<file path="config.mk">
export PLATFORM = sky130hd
export DESIGN_NAME = dc_offset_loop
export DESIGN_NICKNAME = d
export VERILOG_FILES = /design/src/rtl/dcoc_pkg.sv /design/src/rtl/dcoc_tc_decode.sv /design/src/rtl/dcoc_estimator.sv /design/src/rtl/dcoc_apply.sv /design/src/rtl/dc_offset_loop.sv
export SDC_FILE = /design/constraint.sdc
export NUM_CORES = 1
export LEC_CHECK = 0
export BUFFER_PORTS_ARGS = -buffer_cell sky130_fd_sc_hd__buf_2
export CAP_MARGIN = 20
export CORE_ASPECT_RATIO = 1.5
export CORE_MARGIN = 2
export CORE_UTILIZATION = 30
export DETAILED_ROUTE_END_ITERATION = 12
export PLACE_DENSITY_LB_ADDON = 0.3
export SYNTH_ARGS = -nofsm -noshare
export SYNTH_HDL_FRONTEND = slang
export SYNTH_HIERARCHICAL = 1
export SYNTH_SLANG_ARGS = --single-unit
</file>
<file path="constraint.sdc">
create_clock -name clk -period 17.5 [get_ports clk]
set_input_delay 0.875 -clock clk [delete_from_list [all_inputs] [get_ports clk]]
set_output_delay 0.875 -clock clk [all_outputs]
set_load 0.02 [all_outputs]
</file>
<file path="src/rtl/dcoc_pkg.sv">
package dcoc_pkg;
  localparam int unsigned NUM_CODES = 12;
  localparam int unsigned CODE_W    = 4;

  function automatic logic code_ok(input logic [CODE_W-1:0] c);
    return c < CODE_W'(NUM_CODES);
  endfunction
endpackage

</file>
<file path="src/rtl/dcoc_tc_decode.sv">
module dcoc_tc_decode
  import dcoc_pkg::*;
#(
  parameter int unsigned TC_BASE = 20,
  parameter int unsigned SHW     = $clog2(TC_BASE + NUM_CODES)
) (
  input  logic              clk,
  input  logic              rst,
  input  logic [CODE_W-1:0] tc_code,
  output logic [SHW-1:0]    shift
);
  logic [CODE_W-1:0] code_q;

  always_ff @(posedge clk) begin
    if (rst)                code_q <= '0;
    else if (code_ok(tc_code)) code_q <= tc_code;
  end

  assign shift = SHW'(TC_BASE) + SHW'(code_q);

  p_reserved_hold_r6: assert property (@(posedge clk) disable iff (rst)
    !code_ok(tc_code) |=> $stable(code_q));
  p_code_legal_r6: assert property (@(posedge clk) disable iff (rst)
    code_q < CODE_W'(NUM_CODES));
endmodule

</file>
<file path="src/rtl/dcoc_estimator.sv">
module dcoc_estimator #(
  parameter int unsigned SW    = 16,
  parameter int unsigned FRAC  = 31,
  parameter int unsigned LIMIT = 64,
  parameter int unsigned SHW   = 5
) (
  input  logic                 clk,
  input  logic                 rst,
  input  logic                 active,
  input  logic                 update,
  input  logic signed [SW-1:0] sample,
  input  logic [SHW-1:0]       shift,
  output logic signed [SW-1:0] est_q
);
  localparam int unsigned AW = SW + 2 + FRAC;
  localparam logic signed [AW-1:0] HI = $signed(AW'(LIMIT)) <<< FRAC;
  localparam logic signed [AW-1:0] LO = -HI;

  logic signed [AW-1:0] acc_q, acc_nx, xs, delta, sum, ipart;

  always_comb begin
    xs    = {{(AW-SW){sample[SW-1]}}, sample};
    delta = (xs <<< FRAC) - acc_q;
    sum   = acc_q + (delta >>> shift);
    if (!active)        acc_nx = '0;
    else if (!update)   acc_nx = acc_q;
    else if (sum > HI)  acc_nx = HI;
    else if (sum < LO)  acc_nx = LO;
    else                acc_nx = sum;
    ipart = acc_nx >>> FRAC;
  end

  always_ff @(posedge clk) begin
    if (rst) begin
      acc_q <= '0;
      est_q <= '0;
    end else begin
      acc_q <= acc_nx;
      est_q <= ipart[SW-1:0];
    end
  end

  p_clear_off_r2: assert property (@(posedge clk) disable iff (rst)
    !active |=> (acc_q == '0 && est_q == '0));
  p_hold_freeze_r5: assert property (@(posedge clk) disable iff (rst)
    (active && !update) |=> $stable(acc_q));
  p_clamp_r7: assert property (@(posedge clk) disable iff (rst)
    (acc_q <= HI) && (acc_q >= LO));
  p_est_range_r7: assert property (@(posedge clk) disable iff (rst)
    ($signed(est_q) <= $signed(SW'(LIMIT))) && ($signed(est_q) >= -$signed(SW'(LIMIT))));
endmodule

</file>
<file path="src/rtl/dcoc_apply.sv">
module dcoc_apply #(
  parameter int unsigned SW = 16
) (
  input  logic                 clk,
  input  logic                 rst,
  input  logic                 active,
  input  logic                 in_valid,
  input  logic signed [SW-1:0] in_data,
  input  logic signed [SW-1:0] est,
  output logic                 out_valid,
  output logic signed [SW-1:0] out_data
);
  localparam logic signed [SW-1:0] MAXV = {1'b0, {(SW-1){1'b1}}};
  localparam logic signed [SW-1:0] MINV = {1'b1, {(SW-1){1'b0}}};

  logic signed [SW:0]   diff;
  logic signed [SW-1:0] corr;

  always_comb begin
    diff = {in_data[SW-1], in_data} - {est[SW-1], est};
    if (diff[SW] != diff[SW-1]) corr = diff[SW] ? MINV : MAXV;
    else                        corr = diff[SW-1:0];
  end

  always_ff @(posedge clk) begin
    if (rst) begin
      out_valid <= 1'b0;
      out_data  <= '0;
    end else begin
      out_valid <= in_valid;
      out_data  <= active ? corr : in_data;
    end
  end

  p_passthru_r2: assert property (@(posedge clk) disable iff (rst)
    !active |=> out_data == $past(in_data));
  p_valid_delay_r10: assert property (@(posedge clk) disable iff (rst)
    1'b1 |=> out_valid == $past(in_valid));
endmodule

</file>
<file path="src/rtl/dc_offset_loop.sv">
module dc_offset_loop
  import dcoc_pkg::*;
#(
  parameter int unsigned SW      = 16,
  parameter int unsigned TC_BASE = 20,
  parameter int unsigned LIMIT   = 64
) (
  input  logic                 clk,
  input  logic                 rst,
  input  logic                 in_valid,
  input  logic signed [SW-1:0] in_data,
  input  logic                 corr_en,
  input  logic                 freeze,
  input  logic                 low_lat,
  input  logic [3:0]           tc_code,
  output logic                 out_valid,
  output logic signed [SW-1:0] out_data,
  output logic signed [SW-1:0] offset_est
);
  localparam int unsigned FRAC = TC_BASE + NUM_CODES - 1;
  localparam int unsigned SHW  = $clog2(TC_BASE + NUM_CODES);

  logic           active;
  logic [SHW-1:0] shift;

  assign active = corr_en & ~low_lat;

  dcoc_tc_decode #(.TC_BASE(TC_BASE), .SHW(SHW)) u_tc (
    .clk(clk), .rst(rst), .tc_code(tc_code), .shift(shift)
  );

  dcoc_estimator #(.SW(SW), .FRAC(FRAC), .LIMIT(LIMIT), .SHW(SHW)) u_est (
    .clk(clk), .rst(rst), .active(active), .update(in_valid & ~freeze),
    .sample(in_data), .shift(shift), .est_q(offset_est)
  );

  dcoc_apply #(.SW(SW)) u_app (
    .clk(clk), .rst(rst), .active(active), .in_valid(in_valid),
    .in_data(in_data), .est(offset_est),
    .out_valid(out_valid), .out_data(out_data)
  );
endmodule

</file>
==> results.md <==
- Outcome: finished, final reports clean
- Total vias in the final route: 13800
- Max Root-Sink Buffers: 2
- Die extent in x: 169 um
- Crit-path max cell delay: 0.70 ns
- Number of clock sinks: 70
- Cell family with the largest share of critical-path delay: simple AND/OR/NAND/NOR gates
- Number of warnings reported in the yosys synthesis log: 6
- Source-to-sink clock delay at the later pin of the worst-skew pair: 0.38 ns
- Static Leakage: 5.23 nW
- Async set-or-reset flop fraction in the synthesized netlist: 0
- Worst path required time: 17.79 ns
- Number of optimization iterations in the first detailed-route pass: 5
- Depth of the CTS H-tree: 3
- Crit path launch type: flop
- Post-Place Cell Area: 0.0128 mm2
- Kind of critical path: reg2reg
- Register Area: 0.00141 mm2
- Cell area power density: 56.8 mW/mm2
- Max VDD drop: 53.3 uV
- Half-perimeter wire length after placement: 40100 um
- Leading cell types by total area after synthesis: sky130_fd_sc_hd__dfxtp_1, sky130_fd_sc_hd__ha_1, sky130_fd_sc_hd__nand2_1, sky130_fd_sc_hd__a21oi_1, sky130_fd_sc_hd__mux2i_1
- Post-route clock skew: 0.0174 ns
- CTS-repair resized insts: 0
- Layout-stage area growth over the synthesis result: 6.30%
- Number of max-slew violations in the final report: 0
- Average vias per placed instance: 6.22
- Worst-margin pin slew: 0.945 ns
- Global-route wire length before repair: 76600 um
- Floorplan die area: 0.0426 mm2
- Crit-path slowest cell: sky130_fd_sc_hd__nor4_4
- Unrepaired setup endpoints after global routing: false
- Post-route design area: 0.0131 mm2
- Combinational share of power: 0.512
- Final-report setup violation count: 0
- Most repeated cell in the gate-level netlist after synthesis: sky130_fd_sc_hd__nand2_1
- Number of non-filler instances in the completed layout: 2224
- Count of nets after finishing: 1824
- TritonCTS clock tree: built
- Post-CTS setup buffers: 0
- Post-synthesis cell type count: 96
- Worst path most repeated cell: sky130_fd_sc_hd__o21ai_0
- CP Data Arrival Time: 9.21 ns
- Startpoint of the worst hold path: u_est/acc_q[47]$_SDFFE_PP0P_
- Highest Clock Rate: 112 MHz
- Net switching fraction of the power: 0.475
- FF-to-FF Start: u_est/acc_q[6]$_SDFFE_PP0P_
- Initial core utilization: 0.305
- Average footprint of a synthesized cell: 7.01 um2
- Final Cycle Share: 0.510
- Global-route usage over all layers: 0.232
- Ant. Diodes: 0
- Number of buffers inserted by hold repair at cts: 0
- Ports placed on the boundary: 59
- Number of standard-cell rows in the floorplan: 90
- Instance count of the mapped netlist: 1752
- Fraction of layout cells with a size suffix above 1: 0.102
- Number of nets with antenna violations after detailed routing: 0
- Total congestion overflow: 0
- Via count of the first global-routing pass: 13200
- Post-Place Cells: 2208
- Cell at the root of the clock tree: sky130_fd_sc_hd__clkbuf_16
- Core ar.: 0.0403 mm2
- Total length of routed wires: 50600 um
- Start point of the critical path: u_est/acc_q[6]$_SDFFE_PP0P_
- Register clock-pin slew on the reported worst setup and hold paths: 0.08 ns
- Drt first-iter violations: 1169
- Area of the multi-input gates: 0.0100 mm2
- Crit. End Element: flop
- Number of endpoints with negative hold slack in the final report: 0
- Top flip-flop cell by instance count after synthesis: sky130_fd_sc_hd__dfxtp_1
- Number of synthesized flops with an enable pin: 0
- Maximum Capacitance Violations: 0
- Routed WL per cell: 22.7 um
- Final weighted congestion of routability-driven global placement: 0.976
- Proportion of power drawn by flip-flops and latches: 0.225
- Count of state elements after synthesis: 70
- Worst relative slew slack: 0.365
- Cell-internal power: 0.000390 W
- Drc violations: 0
- Sequential element share of the synthesized area: 0.114
- Antenna violations before repair: 0
- Combined buffer and inverter count along the critical path: 3
- Fillers: 4404
- Clock buffer count from CTS: 9
- Die Y-Extent: 252 um
- Switch Pwr: 0.000352 W
- Minimum clock period after layout: 8.92 ns
- Combined area of all synthesized cells: 0.0123 mm2
- Worst hold-check path type: reg2reg
- Post-Syn Nets: 1863
- Share of the synthesized area in the top cell type: 0.114
- Setup TNS: 0 ns
- List of most frequent post-synthesis cells: sky130_fd_sc_hd__nand2_1, sky130_fd_sc_hd__nor2_1, sky130_fd_sc_hd__a21oi_1
- Port bufs: 58
- Clock share of power: 0.263
- Dominant cell type by area after synthesis: sky130_fd_sc_hd__dfxtp_1
- Maximum number of pins on one net before global-route repair: 65
- Max Fanout on Critical Path: 34
## sequential cells by signal, indices dropped and copies added (netlist names)
name	cells
u_est/acc_q	49
u_tc/code_q	4
u_app/out_valid	1
u_app/out_data	16
## per-stage QoR
stage | total power (W) | hold WS [ns] | util | setup WS, ns
2_1_floorplan | 0.000438 | 0.451 | - | 10.33
3_3_place_gp | 0.000538 | 0.496 | 0.317 | 8.72
3_5_place_dp | 0.000540 | 0.512 | 0.317 | 8.70
4_1_cts | 0.000740 | 0.524 | 0.324 | 8.76
5_1_grt | 0.000782 | 0.561 | 0.324 | 8.25
6_report | 0.000742 | 0.530 | 0.324 | 8.58
## layout by cell type (no fill, tap or decap), types with 35 or more instances in the layout
cell type                    n
sky130_fd_sc_hd__a211oi_1   35
sky130_fd_sc_hd__a21oi_1   144
sky130_fd_sc_hd__a22oi_1    39
sky130_fd_sc_hd__buf_2      58
sky130_fd_sc_hd__dfxtp_1    69
sky130_fd_sc_hd__ha_1       82
sky130_fd_sc_hd__inv_1      62
sky130_fd_sc_hd__mux2i_1    70
sky130_fd_sc_hd__nand2_1   199
sky130_fd_sc_hd__nor2_1    157
sky130_fd_sc_hd__nor3_1     44
sky130_fd_sc_hd__o21ai_0   116
sky130_fd_sc_hd__o21ai_1    35
sky130_fd_sc_hd__xnor2_1    37
sky130_fd_sc_hd__xor2_1     40
## path summary, 6_finish.rpt
check                                  to  slack, ns  cells past startpoint
max          u_est/acc_q[11]$_SDFFE_PP0P_       8.58                     25
min          u_est/acc_q[47]$_SDFFE_PP0P_       0.53                      2
max reg2reg  u_est/acc_q[11]$_SDFFE_PP0P_       8.58                     25
min reg2reg  u_est/acc_q[47]$_SDFFE_PP0P_       0.53                      2
## power by group through the flow
stage / clock network (W) / logic [W] / registers (W)
final: 0.000195 / 0.000379 / 0.000167
after global routing: 0.000207 / 0.000408 / 0.000168
after CTS: 0.000202 / 0.000371 / 0.000167
after detailed placement: 0 / 0.000369 / 0.000171
after global placement: 0 / 0.000367 / 0.000171
after floorplan: 0 / 0.000265 / 0.000173
## worst register-to-register path: stages (launching register included)
cell and delay (ns):
sky130_fd_sc_hd__dfxtp_1 0.48, sky130_fd_sc_hd__nor4_4 0.71, sky130_fd_sc_hd__and3_1 0.51, sky130_fd_sc_hd__nand3_1 0.45, sky130_fd_sc_hd__nor3_1 0.33, sky130_fd_sc_hd__a211oi_1 0.08, sky130_fd_sc_hd__a21oi_1 0.35, sky130_fd_sc_hd__o21ai_0 0.33
sky130_fd_sc_hd__mux2_2 0.41, sky130_fd_sc_hd__nand2_1 0.07, sky130_fd_sc_hd__o21ai_0 0.22, sky130_fd_sc_hd__o21ai_0 0.40, sky130_fd_sc_hd__ha_1 0.26, sky130_fd_sc_hd__inv_1 0.06, sky130_fd_sc_hd__fa_1 0.51, sky130_fd_sc_hd__inv_1 0.06
sky130_fd_sc_hd__or4_1 0.51, sky130_fd_sc_hd__a211oi_1 0.25, sky130_fd_sc_hd__or4b_1 0.45, sky130_fd_sc_hd__or4b_1 0.55, sky130_fd_sc_hd__a2111o_1 0.32, sky130_fd_sc_hd__nor4_1 0.51, sky130_fd_sc_hd__and4_1 0.46, sky130_fd_sc_hd__nor2_2 0.05
sky130_fd_sc_hd__buf_4 0.26, sky130_fd_sc_hd__o31ai_1 0.26
## metal layers
| layer | global-route usage | vias up | part of all wire |
|---|---|---|---|
| met4 | 0.169 | 0 | 0.077 |
| li1 | - | 6487 | - |
| met3 | 0.0271 | 164 | 0.048 |
| met1 | 0.252 | 6649 | 0.38 |
| met2 | 0.413 | 534 | 0.50 |
| met5 | 0 | - | 0 |
## layout make-up
type	count	area share
Sequential cell	70	0.108
Clock inverter	7	0.00469
Multi-Input combinational cell	1487	0.769
Clock buffer	9	0.0172
Tap cell	506	0.0485
Inverter	67	0.0193
Timing Repair Buffer	78	0.0334
## logic make-up (layout without fill, tap and decap cells)
group / after synthesis / in the layout / share of synthesized area
AO/OA/AOI/OAI: 626 / 626 / 0.342
XOR/XNOR: 78 / 78 / 0.0562
adder cells (fa/ha/maj): 98 / 98 / 0.0995
buffers and inverters: 195 / 161 / 0.0691
flip-flops: 70 / 70 / 0.114
multiplexers: 96 / 96 / 0.0882
AND/OR/NAND/NOR: 589 / 589 / 0.231
No activity file was read; power rests on OpenSTA's default activity.
